===== config.mk =====
export PLATFORM = sky130hd
export DESIGN_NAME = twowire_reg_slave
export DESIGN_NICKNAME = d
export VERILOG_FILES = /design/src/rtl/tws_pkg.sv /design/src/rtl/tws_line_sense.sv /design/src/rtl/tws_busy.sv /design/src/rtl/tws_store.sv /design/src/rtl/tws_link.sv /design/src/rtl/twowire_reg_slave.sv
export SDC_FILE = /design/constraint.sdc
export NUM_CORES = 2
export LEC_CHECK = 0
export BUFFER_PORTS_ARGS = -buffer_cell sky130_fd_sc_hd__buf_4
export CAP_MARGIN = 20
export CORE_MARGIN = 5
export CORE_UTILIZATION = 50
export CTS_BUF_LIST = sky130_fd_sc_hd__clkbuf_2
export CTS_CLUSTER_DIAMETER = 50
export DETAILED_ROUTE_END_ITERATION = 8
export GPL_ROUTABILITY_DRIVEN = 0
export PLACE_DENSITY = 0.64
export REMOVE_ABC_BUFFERS = 1
export SYNTH_ARGS = -nofsm -noshare
export SYNTH_HDL_FRONTEND = slang
export SYNTH_HIERARCHICAL = 1
export SYNTH_SLANG_ARGS = --single-unit

===== constraint.sdc =====
create_clock -name clk -period 10.6 [get_ports clk]
set_input_delay 1.06 -clock clk [delete_from_list [all_inputs] [get_ports clk]]
set_output_delay 1.06 -clock clk [all_outputs]
set_load 0.005 [all_outputs]

===== src/rtl/tws_pkg.sv =====
package tws_pkg;
  typedef enum logic [2:0] {
    PH_IDLE,
    PH_DEV,
    PH_WADR,
    PH_WDAT,
    PH_RDAT,
    PH_SKIP
  } tws_phase_e;
endpackage


===== src/rtl/tws_line_sense.sv =====
module tws_line_sense #(
  parameter int SYNC = 2
) (
  input  logic clk,
  input  logic rst,
  input  logic scl_i,
  input  logic sda_i,
  output logic scl_lvl,
  output logic sda_lvl,
  output logic rise_p,
  output logic fall_p,
  output logic start_p,
  output logic stop_p
);
  logic [SYNC-1:0] scl_sr, sda_sr;
  logic scl_d, sda_d;

  always_ff @(posedge clk) begin
    if (rst) begin
      scl_sr <= '1;
      sda_sr <= '1;
      scl_d  <= 1'b1;
      sda_d  <= 1'b1;
    end else begin
      scl_sr <= {scl_sr[SYNC-2:0], scl_i};
      sda_sr <= {sda_sr[SYNC-2:0], sda_i};
      scl_d  <= scl_sr[SYNC-1];
      sda_d  <= sda_sr[SYNC-1];
    end
  end

  assign scl_lvl = scl_sr[SYNC-1];
  assign sda_lvl = sda_sr[SYNC-1];
  assign rise_p  = scl_lvl & ~scl_d;
  assign fall_p  = ~scl_lvl & scl_d;
  assign start_p = scl_lvl & scl_d & sda_d & ~sda_lvl;
  assign stop_p  = scl_lvl & scl_d & ~sda_d & sda_lvl;
endmodule


===== src/rtl/tws_busy.sv =====
module tws_busy #(
  parameter int CYC = 2000
) (
  input  logic clk,
  input  logic rst,
  input  logic kick,
  output logic busy
);
  localparam int CW = $clog2(CYC + 1);
  logic [CW-1:0] cnt;

  always_ff @(posedge clk) begin
    if (rst)             cnt <= '0;
    else if (kick)       cnt <= CW'(CYC);
    else if (cnt != '0)  cnt <= cnt - 1'b1;
  end

  assign busy = (cnt != '0);
endmodule


===== src/rtl/tws_store.sv =====
module tws_store #(
  parameter int AW        = 8,
  parameter int PAGE_W    = 6,
  parameter int PROT_PAGE = 2,
  parameter int WEL_BIT   = 1
) (
  input  logic          clk,
  input  logic          rst,
  input  logic          wr_req,
  input  logic [AW-1:0] wr_addr,
  input  logic [7:0]    wr_data,
  input  logic [AW-1:0] rd_addr,
  output logic [7:0]    rd_data,
  output logic          mem_we,
  output logic          nv_done,
  output logic          wel
);
  localparam int DEPTH = 2 ** AW;
  localparam int PG_W  = AW - PAGE_W;
  localparam logic [PG_W-1:0] PROT_PG  = PG_W'(PROT_PAGE);
  localparam logic [PG_W-1:0] CTRL_PG  = '1;
  localparam logic [AW-1:0]   LATCH_AD = '1;
  localparam logic [7:0]      WEL_MASK = 8'(1) << WEL_BIT;

  logic [7:0] mem [DEPTH];
  logic [7:0] rd_q;
  logic       sel_latch;
  logic       is_latch, is_ctrl, is_prot;

  initial begin
    for (int i = 0; i < DEPTH; i++) mem[i] = '0;
  end

  assign is_latch = (wr_addr == LATCH_AD);
  assign is_ctrl  = (wr_addr[AW-1:PAGE_W] == CTRL_PG) && !is_latch;
  assign is_prot  = (wr_addr[AW-1:PAGE_W] == PROT_PG);
  assign mem_we   = wr_req && !is_latch && !is_prot && (!is_ctrl || wel);
  assign nv_done  = mem_we && !is_ctrl;

  always_ff @(posedge clk) begin
    if (mem_we) mem[wr_addr] <= wr_data;
    rd_q <= mem[rd_addr];
  end

  always_ff @(posedge clk) begin
    if (rst) begin
      wel       <= 1'b0;
      sel_latch <= 1'b0;
    end else begin
      if (wr_req && is_latch) wel <= wr_data[WEL_BIT];
      sel_latch <= (rd_addr == LATCH_AD);
    end
  end

  assign rd_data = sel_latch ? (wel ? WEL_MASK : 8'h00) : rd_q;
endmodule


===== src/rtl/tws_link.sv =====
module tws_link
  import tws_pkg::*;
#(
  parameter int         AW       = 8,
  parameter int         PAGE_W   = 6,
  parameter logic [6:0] DEV_ADDR = 7'h50
) (
  input  logic          clk,
  input  logic          rst,
  input  logic          start_p,
  input  logic          stop_p,
  input  logic          rise_p,
  input  logic          fall_p,
  input  logic          sda_lvl,
  input  logic          busy,
  input  logic          nv_done,
  input  logic [7:0]    rd_data,
  output logic          sda_oe,
  output logic          wr_req,
  output logic [AW-1:0] wr_addr,
  output logic [7:0]    wr_data,
  output logic [AW-1:0] ptr,
  output tws_phase_e    phase,
  output logic          busy_kick
);
  logic [7:0] sh;
  logic [3:0] bitcnt;
  logic       ack_slot;
  logic       mnack;
  logic       wrote_nv;

  assign wr_req    = fall_p && (phase == PH_WDAT) && !ack_slot && (bitcnt == 4'd8);
  assign wr_addr   = ptr;
  assign wr_data   = sh;
  assign busy_kick = stop_p && wrote_nv;

  always_ff @(posedge clk) begin
    if (rst) begin
      phase    <= PH_IDLE;
      sh       <= '0;
      bitcnt   <= '0;
      ack_slot <= 1'b0;
      mnack    <= 1'b0;
      sda_oe   <= 1'b0;
      ptr      <= '0;
      wrote_nv <= 1'b0;
    end else begin
      if (nv_done) wrote_nv <= 1'b1;
      if (start_p) begin
        phase    <= PH_DEV;
        bitcnt   <= '0;
        ack_slot <= 1'b0;
        sda_oe   <= 1'b0;
      end else if (stop_p) begin
        phase    <= PH_IDLE;
        ack_slot <= 1'b0;
        sda_oe   <= 1'b0;
        wrote_nv <= 1'b0;
      end else if (phase != PH_IDLE) begin
        if (rise_p) begin
          if (ack_slot) begin
            mnack <= sda_lvl;
          end else begin
            bitcnt <= bitcnt + 4'd1;
            if (phase != PH_RDAT) sh <= {sh[6:0], sda_lvl};
          end
        end else if (fall_p) begin
          if (ack_slot) begin
            ack_slot <= 1'b0;
            bitcnt   <= '0;
            sda_oe   <= 1'b0;
            if (phase == PH_SKIP) begin
              phase <= PH_IDLE;
            end else if (phase == PH_RDAT) begin
              if (mnack) begin
                phase <= PH_IDLE;
              end else begin
                sh     <= rd_data;
                sda_oe <= ~rd_data[7];
                ptr    <= ptr + 1'b1;
              end
            end
          end else if (bitcnt == 4'd8) begin
            ack_slot <= 1'b1;
            case (phase)
              PH_DEV: begin
                if (sh[7:1] == DEV_ADDR && !busy) begin
                  sda_oe <= 1'b1;
                  mnack  <= 1'b0;
                  phase  <= sh[0] ? PH_RDAT : PH_WADR;
                end else begin
                  sda_oe <= 1'b0;
                  phase  <= PH_SKIP;
                end
              end
              PH_WADR: begin
                ptr    <= sh[AW-1:0];
                sda_oe <= 1'b1;
                phase  <= PH_WDAT;
              end
              PH_WDAT: begin
                sda_oe <= 1'b1;
                ptr    <= {ptr[AW-1:PAGE_W], ptr[PAGE_W-1:0] + 1'b1};
              end
              default: sda_oe <= 1'b0;
            endcase
          end else if (phase == PH_RDAT) begin
            sh     <= {sh[6:0], 1'b0};
            sda_oe <= ~sh[6];
          end
        end
      end
    end
  end
endmodule


===== src/rtl/twowire_reg_slave.sv =====
module twowire_reg_slave
  import tws_pkg::*;
#(
  parameter logic [6:0] DEV_ADDR  = 7'h50,
  parameter int         AW        = 8,
  parameter int         PAGE_W    = 6,
  parameter int         PROT_PAGE = 2,
  parameter int         WEL_BIT   = 1,
  parameter int         BUSY_CYC  = 2000,
  parameter int         SYNC      = 2
) (
  input  logic clk,
  input  logic rst,
  input  logic scl_i,
  input  logic sda_i,
  output logic sda_oe_o
);
  logic          scl_lvl, sda_lvl, rise_p, fall_p, start_p, stop_p;
  logic          busy, busy_kick;
  logic          wr_req, mem_we, nv_done, wel;
  logic [AW-1:0] wr_addr, ptr;
  logic [7:0]    wr_data, rd_data;
  tws_phase_e    phase;

  tws_line_sense #(.SYNC(SYNC)) sense_i (
    .clk(clk), .rst(rst), .scl_i(scl_i), .sda_i(sda_i),
    .scl_lvl(scl_lvl), .sda_lvl(sda_lvl), .rise_p(rise_p), .fall_p(fall_p),
    .start_p(start_p), .stop_p(stop_p)
  );

  tws_link #(.AW(AW), .PAGE_W(PAGE_W), .DEV_ADDR(DEV_ADDR)) link_i (
    .clk(clk), .rst(rst), .start_p(start_p), .stop_p(stop_p),
    .rise_p(rise_p), .fall_p(fall_p), .sda_lvl(sda_lvl), .busy(busy),
    .nv_done(nv_done), .rd_data(rd_data), .sda_oe(sda_oe_o),
    .wr_req(wr_req), .wr_addr(wr_addr), .wr_data(wr_data), .ptr(ptr),
    .phase(phase), .busy_kick(busy_kick)
  );

  tws_store #(.AW(AW), .PAGE_W(PAGE_W), .PROT_PAGE(PROT_PAGE), .WEL_BIT(WEL_BIT)) store_i (
    .clk(clk), .rst(rst), .wr_req(wr_req), .wr_addr(wr_addr), .wr_data(wr_data),
    .rd_addr(ptr), .rd_data(rd_data), .mem_we(mem_we), .nv_done(nv_done), .wel(wel)
  );

  tws_busy #(.CYC(BUSY_CYC)) busy_i (
    .clk(clk), .rst(rst), .kick(busy_kick), .busy(busy)
  );
endmodule


==> results.cfg <==
[worst_setup_path]
path_class = reg2reg
end_kind = register
worstPathArrival_ps = 6700
reg2reg_from = link_i/ptr[0]$_SDFFE_PP0P_
cp-startpoint = link_i/ptr[0]$_SDFFE_PP0P_
r2r_cells = 8
r2r_end = store_i/rd_q[4]$_DFF_P_
critPathMaxFanout = 37
ff2ff_setup_slack_ps = 5450
cp.required_ps = 12140
start_kind = register

[logic_synthesis]
ys_warn_count = 6
syn_inst = 4127
syn_area_mm2 = 0.08243
avgSynthCellArea_um2 = 19.97

[routing]
dr.first_iter.drc_count = 4473
drc = 0
ant_nets = 0
drt-total-wl_mm = 196.7
wl_per_cell_um = 26.03
detail_route.first_pass.iterations = 6
vias = 43800
viasPerCell = 5.794

[run_status]
status = completed

[clock_network]
numClockSinks = 2102
clk_pin_slew_ps = 100
clk_path_buf_depth = 4
clk_latency_ps = 1790
ctsResizeCount = 0
cts_tree = yes
cts_htree_levels = 6
cts_inserted_buffers = 545
cts_root_buf = clkbuf_2

[cells_and_area]
area_delta_synth_final_pct = 10.64
layout.nets = 5041
finalNonFillerCells = 7559
layout-drive-gt1-share = 0.2582

[die]
coreArea_mm2 = 0.1644
die_w_um = 416.0
die_area_mm2 = 0.1731
start_util = 0.5013
fp.dieH_um = 416.0
ios = 5
rows = 149

[power_and_ir_drop]
p_leak_nw = 30.23
finalPower_mw = 14.42
vdd_drop_max_mv = 0.1152
powerDensity_mw_per_mm2 = 158.1

[sta]
finalHoldViolCount = 0
skew_ps = 170.4
rsz0062_at_grt = no
setup_tns_ps = 0
worst_pin_slew_ps = 1192
min_period_ps = 5154
setup_viol = 0
max_freq_mhz = 194.0
relSlewSlack = 0.2051
maxSlewViolCount = 0
min_period_over_period = 0.4862

[placement]
place_hpwl_mm = 114.1
numPortBuffers = 4
place_inst = 6662

[global_routing]
grt_max_degree = 220
grt_antenna_before_repair = 10
track_usage = 0.2269
grt_pass1_vias = 44280
grt_overflow = 0
grt_first_pass_wirelength_mm = 289.3

[min_path]
hp-start = rst
hold_depth = 3
hold_end = link_i/wrote_nv$_SDFF_PP0_
hp-class = in2reg

[flow_run]
maxCapViolCount = 0
routing by layer:
metal | track usage | vias up | routed length, um | part of all wire
met5 | 0 | - | 69 | 0.00035
met4 | 0.08412 | 10 | 5443 | 0.028
met3 | 0.06462 | 317 | 19300 | 0.098
met2 | 0.3408 | 2107 | 91840 | 0.47
met1 | 0.3203 | 22680 | 80080 | 0.41
li1 | - | 18690 | - | -
metrics by stage:
step	setup slack (ps)	utilization	hold slack, ps	area (um^2)
after floorplan	-11670	-	383.2	83080
after global placement	5370	0.5266	387.8	86590
after detailed placement	5558	0.5268	388.5	86620
after CTS	5514	0.5541	47.61	91120
after global routing	5298	0.5545	140.0	91180
final	5446	0.5546	349.1	91200
timing repair:
| action | CTS | global route |
|---|---|---|
| hold buffers | 7 | 0 |
| buffers inserted | 0 | 0 |
| hold endpoints to repair | 43 | 0 |
layout by cell type (no fill, tap or decap), types with 23 or more instances in the layout:
master	n
a221oi_1	67
clkbuf_2	786
clkinv_1	66
nor2_1	242
dfxtp_1	40
nand3_1	25
a21oi_1	79
a22oi_1	69
edfxtp_1	2048
buf_4	74
o22ai_1	24
nor2b_1	32
a211oi_1	23
mux2i_1	279
mux4_2	416
o21ai_0	55
conb_1	520
nand2_1	136
critical path: stages (launching register included):
cell and delay, ps:
dfxtp_4 800, buf_4 660, buf_4 700, mux4_2 590
mux2i_1 320, nor3_1 130, nor4_1 930, a221oi_1 410
a2111o_1 390
worst max path at each step:
stage          depth (start not counted)                            to  slack (ps)
2_1_floorplan                          6       store_i/rd_q[0]$_DFF_P_      -11670
3_3_place_gp                           8       store_i/rd_q[7]$_DFF_P_        5370
3_5_place_dp                           8       store_i/rd_q[4]$_DFF_P_        5560
4_1_cts                                8       store_i/rd_q[1]$_DFF_P_        5510
5_1_grt                                5  store_i/mem[82][6]$_DFFE_PP_        5300
6_report                               8       store_i/rd_q[4]$_DFF_P_        5450
layout make-up:
class / instances / area, um^2
Fill cell: 13110 / 73230
Sequential cell: 2102 / 62630
Multi-Input combinational cell: 2276 / 20510
Clock buffer: 785 / 3929
Tap cell: 2189 / 2739
Timing Repair Buffer: 90 / 813.3
Clock inverter: 93 / 494.2
Inverter: 15 / 57.56
Antenna cell: 9 / 22.52
where the power goes:
| group | switching [mW] | leakage (nW) | internal, mW | total [mW] |
|---|---|---|---|---|
| Clock | 3.07 | 3.52 | 2.07 | 5.14 |
| Combinational | 0.110 | 6.74 | 0.0680 | 0.178 |
| Sequential | 0.0334 | 20.0 | 9.07 | 9.10 |
state kept, by name, indices dropped and copies added (netlist names):
signal,cells
link_i/phase,3
sense_i/scl_sr,2
link_i/bitcnt,4
link_i/sda_oe,1
sense_i/scl_d,1
store_i/mem,2048
link_i/ack_slot,1
store_i/rd_q,8
store_i/wel,1
store_i/sel_latch,1
sense_i/sda_sr,2
link_i/ptr,8
busy_i/cnt,11
sense_i/sda_d,1
link_i/wrote_nv,1
link_i/mnack,1
link_i/wr_data,8
Note: power is estimated with default switching activity, not from simulation.
